--- src/rtl/usb_irq_pkg.sv ---
package usb_irq_pkg;

    typedef enum logic [1:0] {
        LINE_SE0 = 2'b00,
        LINE_J   = 2'b01,
        LINE_K   = 2'b10,
        LINE_BAD = 2'b11
    } line_t;

    localparam int STAT_W   = 8;
    localparam int SUSP_POS = 6;
    localparam int RESM_POS = 7;

endpackage

--- src/rtl/ep_summary.sv ---
module ep_summary #(
    parameter int NUM_EP = 4,
    parameter int SRC_W  = 8
) (
    input  logic                      clk,
    input  logic                      rst_n,
    input  logic [NUM_EP*SRC_W-1:0]   src,
    output logic [NUM_EP-1:0]         flags
);

    typedef struct packed {
        logic [NUM_EP-1:0] any;
    } sum_state_t;

    sum_state_t st_d, st_q;
    logic [NUM_EP-1:0] any_now;

    for (genvar e = 0; e < NUM_EP; e++) begin : g_ep
        assign any_now[e] = |src[e*SRC_W +: SRC_W];
    end

    always_comb begin
        st_d     = st_q;
        st_d.any = any_now;
    end

    always_ff @(posedge clk or negedge rst_n) begin
        if (!rst_n) st_q <= '0;
        else        st_q <= st_d;
    end

    assign flags = st_q.any;

endmodule

--- src/rtl/idle_timer.sv ---
module idle_timer #(
    parameter int IDLE_CYCLES = 144000
) (
    input  logic clk,
    input  logic rst_n,
    input  logic is_idle,
    output logic expire
);

    localparam int CNT_W = $clog2(IDLE_CYCLES + 1);
    localparam logic [CNT_W-1:0] LIMIT = CNT_W'(IDLE_CYCLES);
    localparam logic [CNT_W-1:0] LAST  = CNT_W'(IDLE_CYCLES - 1);

    typedef struct packed {
        logic [CNT_W-1:0] cnt;
    } tmr_state_t;

    tmr_state_t st_d, st_q;

    always_comb begin
        st_d = st_q;
        if (!is_idle)
            st_d.cnt = '0;
        else if (st_q.cnt != LIMIT)
            st_d.cnt = st_q.cnt + 1'b1;
    end

    always_ff @(posedge clk or negedge rst_n) begin
        if (!rst_n) st_q <= '0;
        else        st_q <= st_d;
    end

    assign expire = is_idle && (st_q.cnt == LAST);

endmodule

--- src/rtl/line_edge.sv ---
module line_edge
    import usb_irq_pkg::*;
(
    input  logic  clk,
    input  logic  rst_n,
    input  line_t line,
    output logic  j_exit
);

    typedef struct packed {
        line_t prev;
    } edge_state_t;

    edge_state_t st_d, st_q;

    always_comb begin
        st_d      = st_q;
        st_d.prev = line;
    end

    always_ff @(posedge clk or negedge rst_n) begin
        if (!rst_n) st_q <= '{prev: LINE_SE0};
        else        st_q <= st_d;
    end

    assign j_exit = (st_q.prev == LINE_J) && ((line == LINE_K) || (line == LINE_SE0));

endmodule

--- src/rtl/usb_irq_status.sv ---
module usb_irq_status
    import usb_irq_pkg::*;
#(
    parameter int NUM_EP      = 4,
    parameter int SRC_W       = 8,
    parameter int IDLE_CYCLES = 144000
) (
    input  logic                    clk,
    input  logic                    rst_n,
    input  logic [NUM_EP*SRC_W-1:0] ep_src,
    input  logic [1:0]              bus_state,
    input  logic                    resume_en,
    input  logic                    clk_stopped,
    input  logic                    wr_en,
    input  logic [STAT_W-1:0]       wr_data,
    output logic [STAT_W-1:0]       rd_data,
    output logic                    irq
);

    typedef struct packed {
        logic susp;
        logic resm;
    } flag_state_t;

    flag_state_t st_d, st_q;

    logic [NUM_EP-1:0] ep_flags;
    logic              idle_hit;
    logic              wake_edge;
    line_t             line;

    assign line = line_t'(bus_state);

    ep_summary #(.NUM_EP(NUM_EP), .SRC_W(SRC_W)) u_sum (
        .clk   (clk),
        .rst_n (rst_n),
        .src   (ep_src),
        .flags (ep_flags)
    );

    idle_timer #(.IDLE_CYCLES(IDLE_CYCLES)) u_tmr (
        .clk     (clk),
        .rst_n   (rst_n),
        .is_idle (line == LINE_J),
        .expire  (idle_hit)
    );

    line_edge u_edge (
        .clk    (clk),
        .rst_n  (rst_n),
        .line   (line),
        .j_exit (wake_edge)
    );

    always_comb begin
        st_d = st_q;
        // suspend: timer set has priority over a software clear
        if (idle_hit)
            st_d.susp = 1'b1;
        else if (wr_en && !wr_data[SUSP_POS])
            st_d.susp = 1'b0;
        // resume: no write path, enable low forces clear
        if (!resume_en)
            st_d.resm = 1'b0;
        else if (wake_edge || clk_stopped)
            st_d.resm = 1'b1;
    end

    always_ff @(posedge clk or negedge rst_n) begin
        if (!rst_n) st_q <= '0;
        else        st_q <= st_d;
    end

    always_comb begin
        rd_data           = '0;
        rd_data[NUM_EP-1:0] = ep_flags;
        rd_data[SUSP_POS] = st_q.susp;
        rd_data[RESM_POS] = st_q.resm;
    end

    assign irq = (|ep_flags) | st_q.susp | st_q.resm;

endmodule

--- config.mk ---
export PLATFORM = sky130hd
export DESIGN_NAME = usb_irq_status
export DESIGN_NICKNAME = d
export VERILOG_FILES = /design/src/rtl/usb_irq_pkg.sv /design/src/rtl/ep_summary.sv /design/src/rtl/idle_timer.sv /design/src/rtl/line_edge.sv /design/src/rtl/usb_irq_status.sv
export SDC_FILE = /design/constraint.sdc
export NUM_CORES = 1
export LEC_CHECK = 0
export CORE_ASPECT_RATIO = 0.7
export CORE_MARGIN = 10
export CORE_UTILIZATION = 50
export DETAILED_ROUTE_END_ITERATION = 16
export DONT_BUFFER_PORTS = 1
export GPL_ROUTABILITY_DRIVEN = 0
export PLACE_DENSITY_LB_ADDON = 0.05
export SYNTH_ARGS = -nofsm -noshare
export SYNTH_HDL_FRONTEND = slang
export SYNTH_SLANG_ARGS = --single-unit
--- constraint.sdc ---
create_clock -name clk -period 3.88 [get_ports clk]
set_input_delay 0.388 -clock clk [delete_from_list [all_inputs] [get_ports clk]]
set_output_delay 0.388 -clock clk [all_outputs]
set_load 0.01 [all_outputs]
==> metrics.md, run 1 <==
| Metric | Value |
|---|---|
| Routed vias | `1,023` |
| Clock Skews | `0.004719 ns` |
| Cell Rows | `15` |
| Min-delay src | `bus_state[1]` |
| # nets final | `188` |
| Total grt overflow | `0` |
| Multi-input logic area | `610.6 µm²` |
| Crit-path cells | `ha_1 -> nand2_1 -> or4_4 -> or3_1 -> a211oi_1` |
| Yosys reg bits | `26` |
| DIE HEIGHT | `62.89 µm` |
| Synthesized area | `1314 µm²` |
| First-pass GRT wire length | `5133 µm` |
| CP max stage delay | `0.56 ns` |
| # H-tree levels | `1` |
| Critical path's top delay family | `simple AND/OR/NAND/NOR gates` |
| Fin. max-slew vios | `0` |
| Drt pass-1 iters | `4` |
| Clock transition at path regs | `0.09 ns` |
| Most frequent cells in the layout | `26 x dfrtp_1, 14 x nand2_1, 11 x nor2_1, 9 x nor4_1, 8 x inv_1` |
| Die Span X | `81.27 µm` |
| Setup TNS | `0 ns` |
| Post-route minimum period | `1.997 ns` |
| Status | `finished clean` |
| Tightest Pin Transition | `0.6285 ns` |
| Hold Crit Class | `input pin to flop` |
| Starting DRT DRC Count | `87` |
| Leakage | `0.0005174 µW` |
| Initial antenna violation count | `0` |
| CP Class | `flop to flop` |
| Final setup violation count | `0` |
| Antenna viol nets, final | `0` |
| Worst rel slew slack | `58.10%` |
| Post-DP HPWL | `2401 µm` |
| Pre-CTS setup slack | `1.918 ns` |
| Worst flop-to-flop path startpoint | `u_tmr.st_q[0]` |
| Root buffer cell | `clkbuf_8` |
| Total GRT Usage | `12.19%` |
| # DRC | `0` |
| RSZ-0062 raised after global routing | `no` |
| Max Freq | `0.5008 GHz` |
| Fill cells | `235` |
| Highest routed layer | `met4` |
| Pwr Density | `332.5 nW/µm²` |
| Metal3 WL | `136 µm` |
| Number of I/O pins | `56` |
| Final Total Pwr | `471.7 µW` |
| Max_cap viols | `0` |
| Layout cell share with drive strength beyond 1 | `7.246%` |
| Startpoint types | `flop` |
| Slowest stage cell, crit path | `or4_4` |
| Reg area | `650.6 µm²` |
| Crit share post-route | `51.46%` |
| Gates resized, CTS repair | `0` |
| Vias in the first global route | `1,104` |
| Fin Hold WS | `0.1365 ns` |
| CTS tree | `built` |
| Vias per cell | `5.948` |
| Maximum number of pins on one net before global-route repair | `27` |
| Die area | `5110 µm²` |
| Most common cell after layout, fill and taps aside | `dfrtp_1` |
| Antenna cells | `0` |
| Area grow syn2layout | `8.000%` |
| CTS buffer count | `3` |
| Post-Synthesis Cells | `136` |
| Final wirelength | `3072 µm` |
| Endpoints failing hold | `0` |
| CTS sink cnt | `26` |
| Crit. End Element | `flop` |
| Crit path from | `u_tmr.st_q[0]` |
| Max clock buf depth | `2` |
| Starting Density | `53.03%` |
| Avg WL per Cell | `17.86 µm` |
| DR WL met2 | `1597 µm` |
| Seq/Total Area, Yosys | `49.52%` |
| WL met1 | `1325 µm` |
| Yosys cell types | `34` |
| Post-Syn Area per Cell | `9.660 µm²` |
| Critical path required time | `4.05 ns` |
| CORE AREA | `2477 µm²` |
| Worst VDD drop | `0.2426 mV` |
| Number of buffers added on ports | `0` |
| Synth Warn # | `0` |
| Arr. time, crit path | `2.17 ns` |
| Crit path buf inv count | `0` |
| Worst-path maximum fanout | `5` |
| Clk Latency, worst-skew pair | `0.27 ns` |
| Final Worst Setup Slack | `1.883 ns` |
cells in the mapped netlist:
cell / count / area, µm²
a211oi_1: 1 / 7.510
a21oi_1: 4 / 20.02
and2_1: 1 / 6.260
and4_2: 1 / 10.01
buf_4: 2 / 15.01
clkbuf_1: 3 / 11.26
conb_1: 1 / 3.750
dfrtp_1: 26 / 650.6
ha_1: 2 / 25.02
inv_1: 8 / 30.03
mux2i_1: 1 / 10.01
nand2_1: 14 / 52.55
nand2b_1: 1 / 6.260
nand3_1: 4 / 20.02
nand4_1: 5 / 31.28
nand4_4: 1 / 21.27
nor2_1: 11 / 41.29
nor2b_1: 1 / 6.260
nor3_1: 4 / 20.02
nor3b_1: 1 / 7.510
nor4_1: 9 / 56.30
nor4b_1: 2 / 17.52
o2111ai_1: 1 / 8.760
o211ai_1: 3 / 22.52
o21ai_0: 7 / 35.03
o31a_1: 1 / 8.760
o31ai_1: 2 / 15.01
o41ai_1: 1 / 8.760
or2_2: 1 / 6.260
or3_1: 5 / 31.28
or4_1: 2 / 15.01
or4_4: 2 / 22.52
xnor2_1: 3 / 26.28
xor2_1: 5 / 43.79
worst paths after layout:
check	to	slack, ns	cells past startpoint
setup / recovery	u_tmr.st_q[16]	1.88	5
hold reg to reg	u_tmr.st_q[17]	0.56	2
min in group asynchronous	u_tmr.st_q[2]	0.54	2
max in group asynchronous	u_sum.flags[1]	3.19	2
setup reg to reg	u_tmr.st_q[16]	1.88	5
hold / removal	u_edge.st_q[1]	0.14	0
worst register-to-register path: stages (launching register included):
cell and delay (ns):
dfrtp_1 0.42, ha_1 0.24, nand2_1 0.11, or4_4 0.56, or3_1 0.32, a211oi_1 0.26
power by group:
| group | internal (µW) | leakage, µW | total [µW] | switching, µW |
|---|---|---|---|---|
| Clock | 90.7 | 0.0000288 | 175 | 84.6 |
| Combinational | 7.00 | 0.000153 | 20.1 | 13.1 |
| Sequential | 274 | 0.000335 | 276 | 2.74 |
state kept, by name, indices dropped and copies added (netlist names):
| signal | flops |
|---|---|
| u_sum.flags | 4 |
| u_tmr.st_q | 18 |
| rd_data | 2 |
| u_edge.st_q | 2 |
through the flow:
step	utilization, %	std cells	area, µm²
after detailed placement	53.84	166	1334
after floorplan	-	137	1318
after CTS	57.27	172	1419
after global routing	57.27	172	1419
final	57.27	172	1419
after global placement	53.84	166	1334
logic make-up after synthesis:
group                      count (synthesis)  synth area share [%]
adders and majority gates                  2                 1.904
xor gates and xnor gates                   8                 5.334
DFF                                       26                 49.52
muxes                                      1                0.7619
buffers and inverters                     13                 4.285
and+or+nand+nor                           65                 28.29
other                                      1                0.2854
AOI/OAI and AO/OA                         20                 9.619
timing repair:
item | 4_1_cts | 5_1_grt
buffers inserted | 0 | 0
setup endpoints to repair | 0 | 0
hold endpoints to repair | 26 | 0
hold buffers | 2 | 0
cell type report:
type / count / share of cell area, %
Clock buffer: 4 / 3.880
Inverter: 8 / 2.116
Multi-Input combinational cell: 98 / 43.03
Sequential cell: 26 / 45.86
Tap cell: 34 / 2.998
Timing Repair Buffer: 2 / 2.116
routing by layer:
layer / global-route usage, % / vias to the layer above
met2: 20.08 / 26
met3: 3.879 / 2
met1: 15.21 / 503
met4: 1.940 / 0
met5: 0 / -
li1: - / 492
Note: power is estimated with default switching activity, not from simulation.
==> run 2: changes to the inputs <==
ABC_AREA = 1   (was unset)
clock period = 1.7 ns   (was 3.88 ns; I/O delays follow)
==> run 2 against run 1 <==
Against the previous run:
- via count increased by 32%
- synthesized cell count rose by 49%
- register-to-register slack got worse by 1.6 ns
- clock skew about the same
- clock-buffer cell count down 1
- die area up 9.6%
- setup slack got worse by 1.6 ns
- worst hold slack got worse by 0.12 ns
- global-route usage increased by 2.5 points
- sequential cell count unchanged
==> metrics.md, run 2 <==
| Metric | Value |
|---|---|
| Status | `finished clean (unchanged)` |
| Post-route minimum period | `1.414 ns (was 1.997 ns)` |
| Crit. End Element | `flop (unchanged)` |
| Startpoint types | `flop (unchanged)` |
| Initial antenna violation count | `0 (unchanged)` |
| Arr. time, crit path | `1.58 ns (was 2.17 ns)` |
| Most frequent cells after synthesis | `46 x nand2_1, 33 x nor2_1, 26 x dfrtp_1 (was 26 x dfrtp_1, 14 x nand2_1, 11 x nor2_1)` |
| Final wirelength | `4001 µm (was 3072 µm)` |
| RSZ-0062 raised after global routing | `no (unchanged)` |
| Critical path required time | `1.86 ns (was 4.05 ns)` |
| CTS sink cnt | `26 (unchanged)` |
| Worst-path maximum fanout | `4 (was 5)` |
| First-pass GRT wire length | `6762 µm (was 5133 µm)` |
| # H-tree levels | `1 (unchanged)` |
| Max Freq | `0.7072 GHz (was 0.5008 GHz)` |
| Cell Rows | `16 (was 15)` |
| Clk Latency, worst-skew pair | `0.27 ns (about the same)` |
| Crit-path cells | `inv_1 -> ha_1 -> nand2_1 -> nor2_1 -> nand3_1 -> nand3_1 -> nand2_1 (was ha_1 -> nand2_1 -> or4_4 -> or3_1 -> a211oi_1)` |
| Crit share post-route | `83.18% (was 51.46%)` |
| Seq/Total Area, Yosys | `43.66% (was 49.52%)` |
| Hold Crit Class | `input pin to flop (unchanged)` |
| Largest family of logic cells by synthesized area | `simple AND/OR/NAND/NOR gates (unchanged)` |
| Yosys cell types | `27 (was 34)` |
| CTS buffer count | `3 (unchanged)` |
| # DRC | `0 (unchanged)` |
| CORE AREA | `2823 µm² (was 2477 µm²)` |
| Largest reg by FF count | `u_tmr.st_q (unchanged)` |
| Maximum number of pins on one net before global-route repair | `27 (unchanged)` |
| Max_cap viols | `0 (unchanged)` |
| Number of buffers added on ports | `0 (unchanged)` |
| Final setup violation count | `0 (unchanged)` |
| Top-area cell type share of the netlist area | `43.66% (was 49.52%)` |
| Fin. max-slew vios | `0 (unchanged)` |
| Synth Area in Compound Gates | `6.297% (was 9.619%)` |
| Pwr Density | `683.4 nW/µm² (was 332.5 nW/µm²)` |
| Gates resized, CTS repair | `0 (unchanged)` |
| Antenna cells | `0 (unchanged)` |
| Post-synthesis mux area share | `0% (was 0.7619%)` |
| Vias in the first global route | `1,408 (was 1,104)` |
| Root buffer cell | `clkbuf_8 (unchanged)` |
| Vias per cell | `5.205 (was 5.948)` |
| CTS tree | `built (unchanged)` |
| CP max stage delay | `0.43 ns (was 0.56 ns)` |
| Total grt overflow | `0 (unchanged)` |
| Leakage | `0.0007746 µW (was 0.0005174 µW)` |
| Adder-cell share of the synthesized area | `1.679% (was 1.905%)` |
| Drt pass-1 iters | `4 (unchanged)` |
| Pre-CTS setup slack | `0.3046 ns (was 1.918 ns)` |
| Number of synthesized flops with an enable pin | `0 (unchanged)` |
| Xor and xnor area share after synthesis | `0.5877% (was 5.333%)` |
| Final Total Pwr | `1222 µW (was 471.7 µW)` |
| Setup TNS | `0 ns (unchanged)` |
| Antenna viol nets, final | `0 (unchanged)` |
| Layout cell share with drive strength beyond 1 | `10.76% (was 7.246%)` |
| Post-Syn Area per Cell | `7.377 µm² (was 9.660 µm²)` |
| DIE HEIGHT | `65.68 µm (was 62.89 µm)` |
| Final Worst Setup Slack | `0.2859 ns (was 1.883 ns)` |
| Simple logic cell fraction of the synthesized area | `39.63% (was 28.29%)` |
| Worst VDD drop | `0.5835 mV (was 0.2426 mV)` |
| Ranking of synthesized cells by area | `dfrtp_1 44%, nand2_1 12%, nor2_1 8.3% (was dfrtp_1 50%, nor4_1 4.3%, nand2_1 4.0%)` |
| Total GRT Usage | `14.68% (was 12.19%)` |
| Area grow syn2layout | `19.98% (was 8.000%)` |
| Routed vias | `1,348 (was 1,023)` |
| Slowest stage cell, crit path | `dfrtp_1 (was or4_4)` |
| Die Span X | `85.25 µm (was 81.27 µm)` |
| Avg WL per Cell | `15.45 µm (was 17.86 µm)` |
| Starting DRT DRC Count | `115 (was 87)` |
| Max reg flops | `18 (unchanged)` |
| Asr flop ratio synth | `100.0% (unchanged)` |
| Synth area leader | `dfrtp_1 (unchanged)` |
| Number of I/O pins | `56 (unchanged)` |
| Count leader, synth | `nand2_1 (was dfrtp_1)` |
| Clock transition at path regs | `0.09 ns (about the same)` |
| Die area | `5599 µm² (was 5110 µm²)` |
| Yosys reg bits | `26 (unchanged)` |
| Synthesized area | `1490 µm² (was 1314 µm²)` |
| CP Class | `flop to flop (unchanged)` |
| Max clock buf depth | `2 (unchanged)` |
| Clock Skews | `0.004589 ns (was 0.004719 ns)` |
| Starting Density | `52.79% (was 53.03%)` |
| Most frequent cells in the layout | `46 x nand2_1, 33 x nor2_1, 26 x dfrtp_1, 25 x inv_1, 17 x dlygate4sd3_1 (was 26 x dfrtp_1, 14 x nand2_1, 11 x nor2_1, 9 x nor4_1, 8 x inv_1)` |
| # nets final | `273 (was 188)` |
| Endpoints failing hold | `0 (unchanged)` |
| Synth Flop Type | `dfrtp_1 (unchanged)` |
| Post-Synthesis Cells | `202 (was 136)` |
| Most common cell after layout, fill and taps aside | `nand2_1 (was dfrtp_1)` |
| Post-DP HPWL | `3002 µm (was 2401 µm)` |
| Synth Warn # | `0 (unchanged)` |
==> run 2: timing repair <==
item,in CTS,in global routing
endpoints found under the hold margin,32,1
hold buffers,17,1
setup endpoints to repair,0,0
setup buffers,0,0
==> run 2: area by class of cell <==
| cell class | instances | area, µm² |
|---|---|---|
| Fill cell | 236 | 1035 |
| Multi-Input combinational cell | 148 | 725.7 |
| Sequential cell | 26 | 650.6 |
| Timing Repair Buffer | 19 | 197.7 |
| Inverter | 26 | 97.59 |
| Tap cell | 36 | 45.04 |
| Clock buffer | 3 | 41.29 |
| Clock inverter | 1 | 30.03 |
==> run 2: per-stage QoR <==
step	std cells	utilization, %	hold WS (ns)	instance area [µm²]
after global routing	259	63.34	0.01674	1788
after global placement	237	54.08	-0.1248	1526
after CTS	258	62.99	0.004276	1778
final	259	63.34	0.01219	1788
after detailed placement	237	54.08	-0.1247	1526
after floorplan	203	-	-0.1256	1494
==> run 2: worst paths after layout <==
kind                       slack, ns  cells after the start             end            from
max reg2reg                     0.29                      7   u_tmr.st_q[0]   u_tmr.st_q[0]
min in group asynchronous       0.32                      2  u_sum.flags[3]           rst_n
min                             0.01                      2  u_sum.flags[0]       ep_src[3]
min reg2reg                     0.55                      3  u_tmr.st_q[17]  u_tmr.st_q[17]
max in group asynchronous       1.24                      2  u_tmr.st_q[15]           rst_n
max                             0.29                      7   u_tmr.st_q[0]   u_tmr.st_q[0]
==> run 2: routing by layer <==
layer  vias up  GRT usage, %  share of wire (%)
met5         -             0                  0
met4         0         2.254               0.42
met3         2         4.187                7.5
met2        55         25.19                 47
met1       601         18.25                 45
li1        690             -                  -
==> run 2: worst max-delay path, delay by kind of cell (launching register included) <==
family	cells	cell delay, ns
and+or+nand+nor	5	0.60
buffers and inverters	1	0.12
DFF	1	0.43
adders and majority gates	1	0.16
==> run 2: report_power, final <==
group / internal (µW) / switching [µW]
Combinational: 37.3 / 37.1
Sequential: 624 / 6.40
Clock: 315 / 202
==> run 2: logic make-up (layout without fill, tap and decap cells) <==
| family | count (synthesis) | count (layout) |
|---|---|---|
| AOI/OAI and AO/OA | 16 | 16 |
| xor gates and xnor gates | 1 | 1 |
| adders and majority gates | 2 | 2 |
| buffers and inverters | 29 | 49 |
| DFF | 26 | 26 |
| other | 1 | 2 |
| and+or+nand+nor | 127 | 127 |
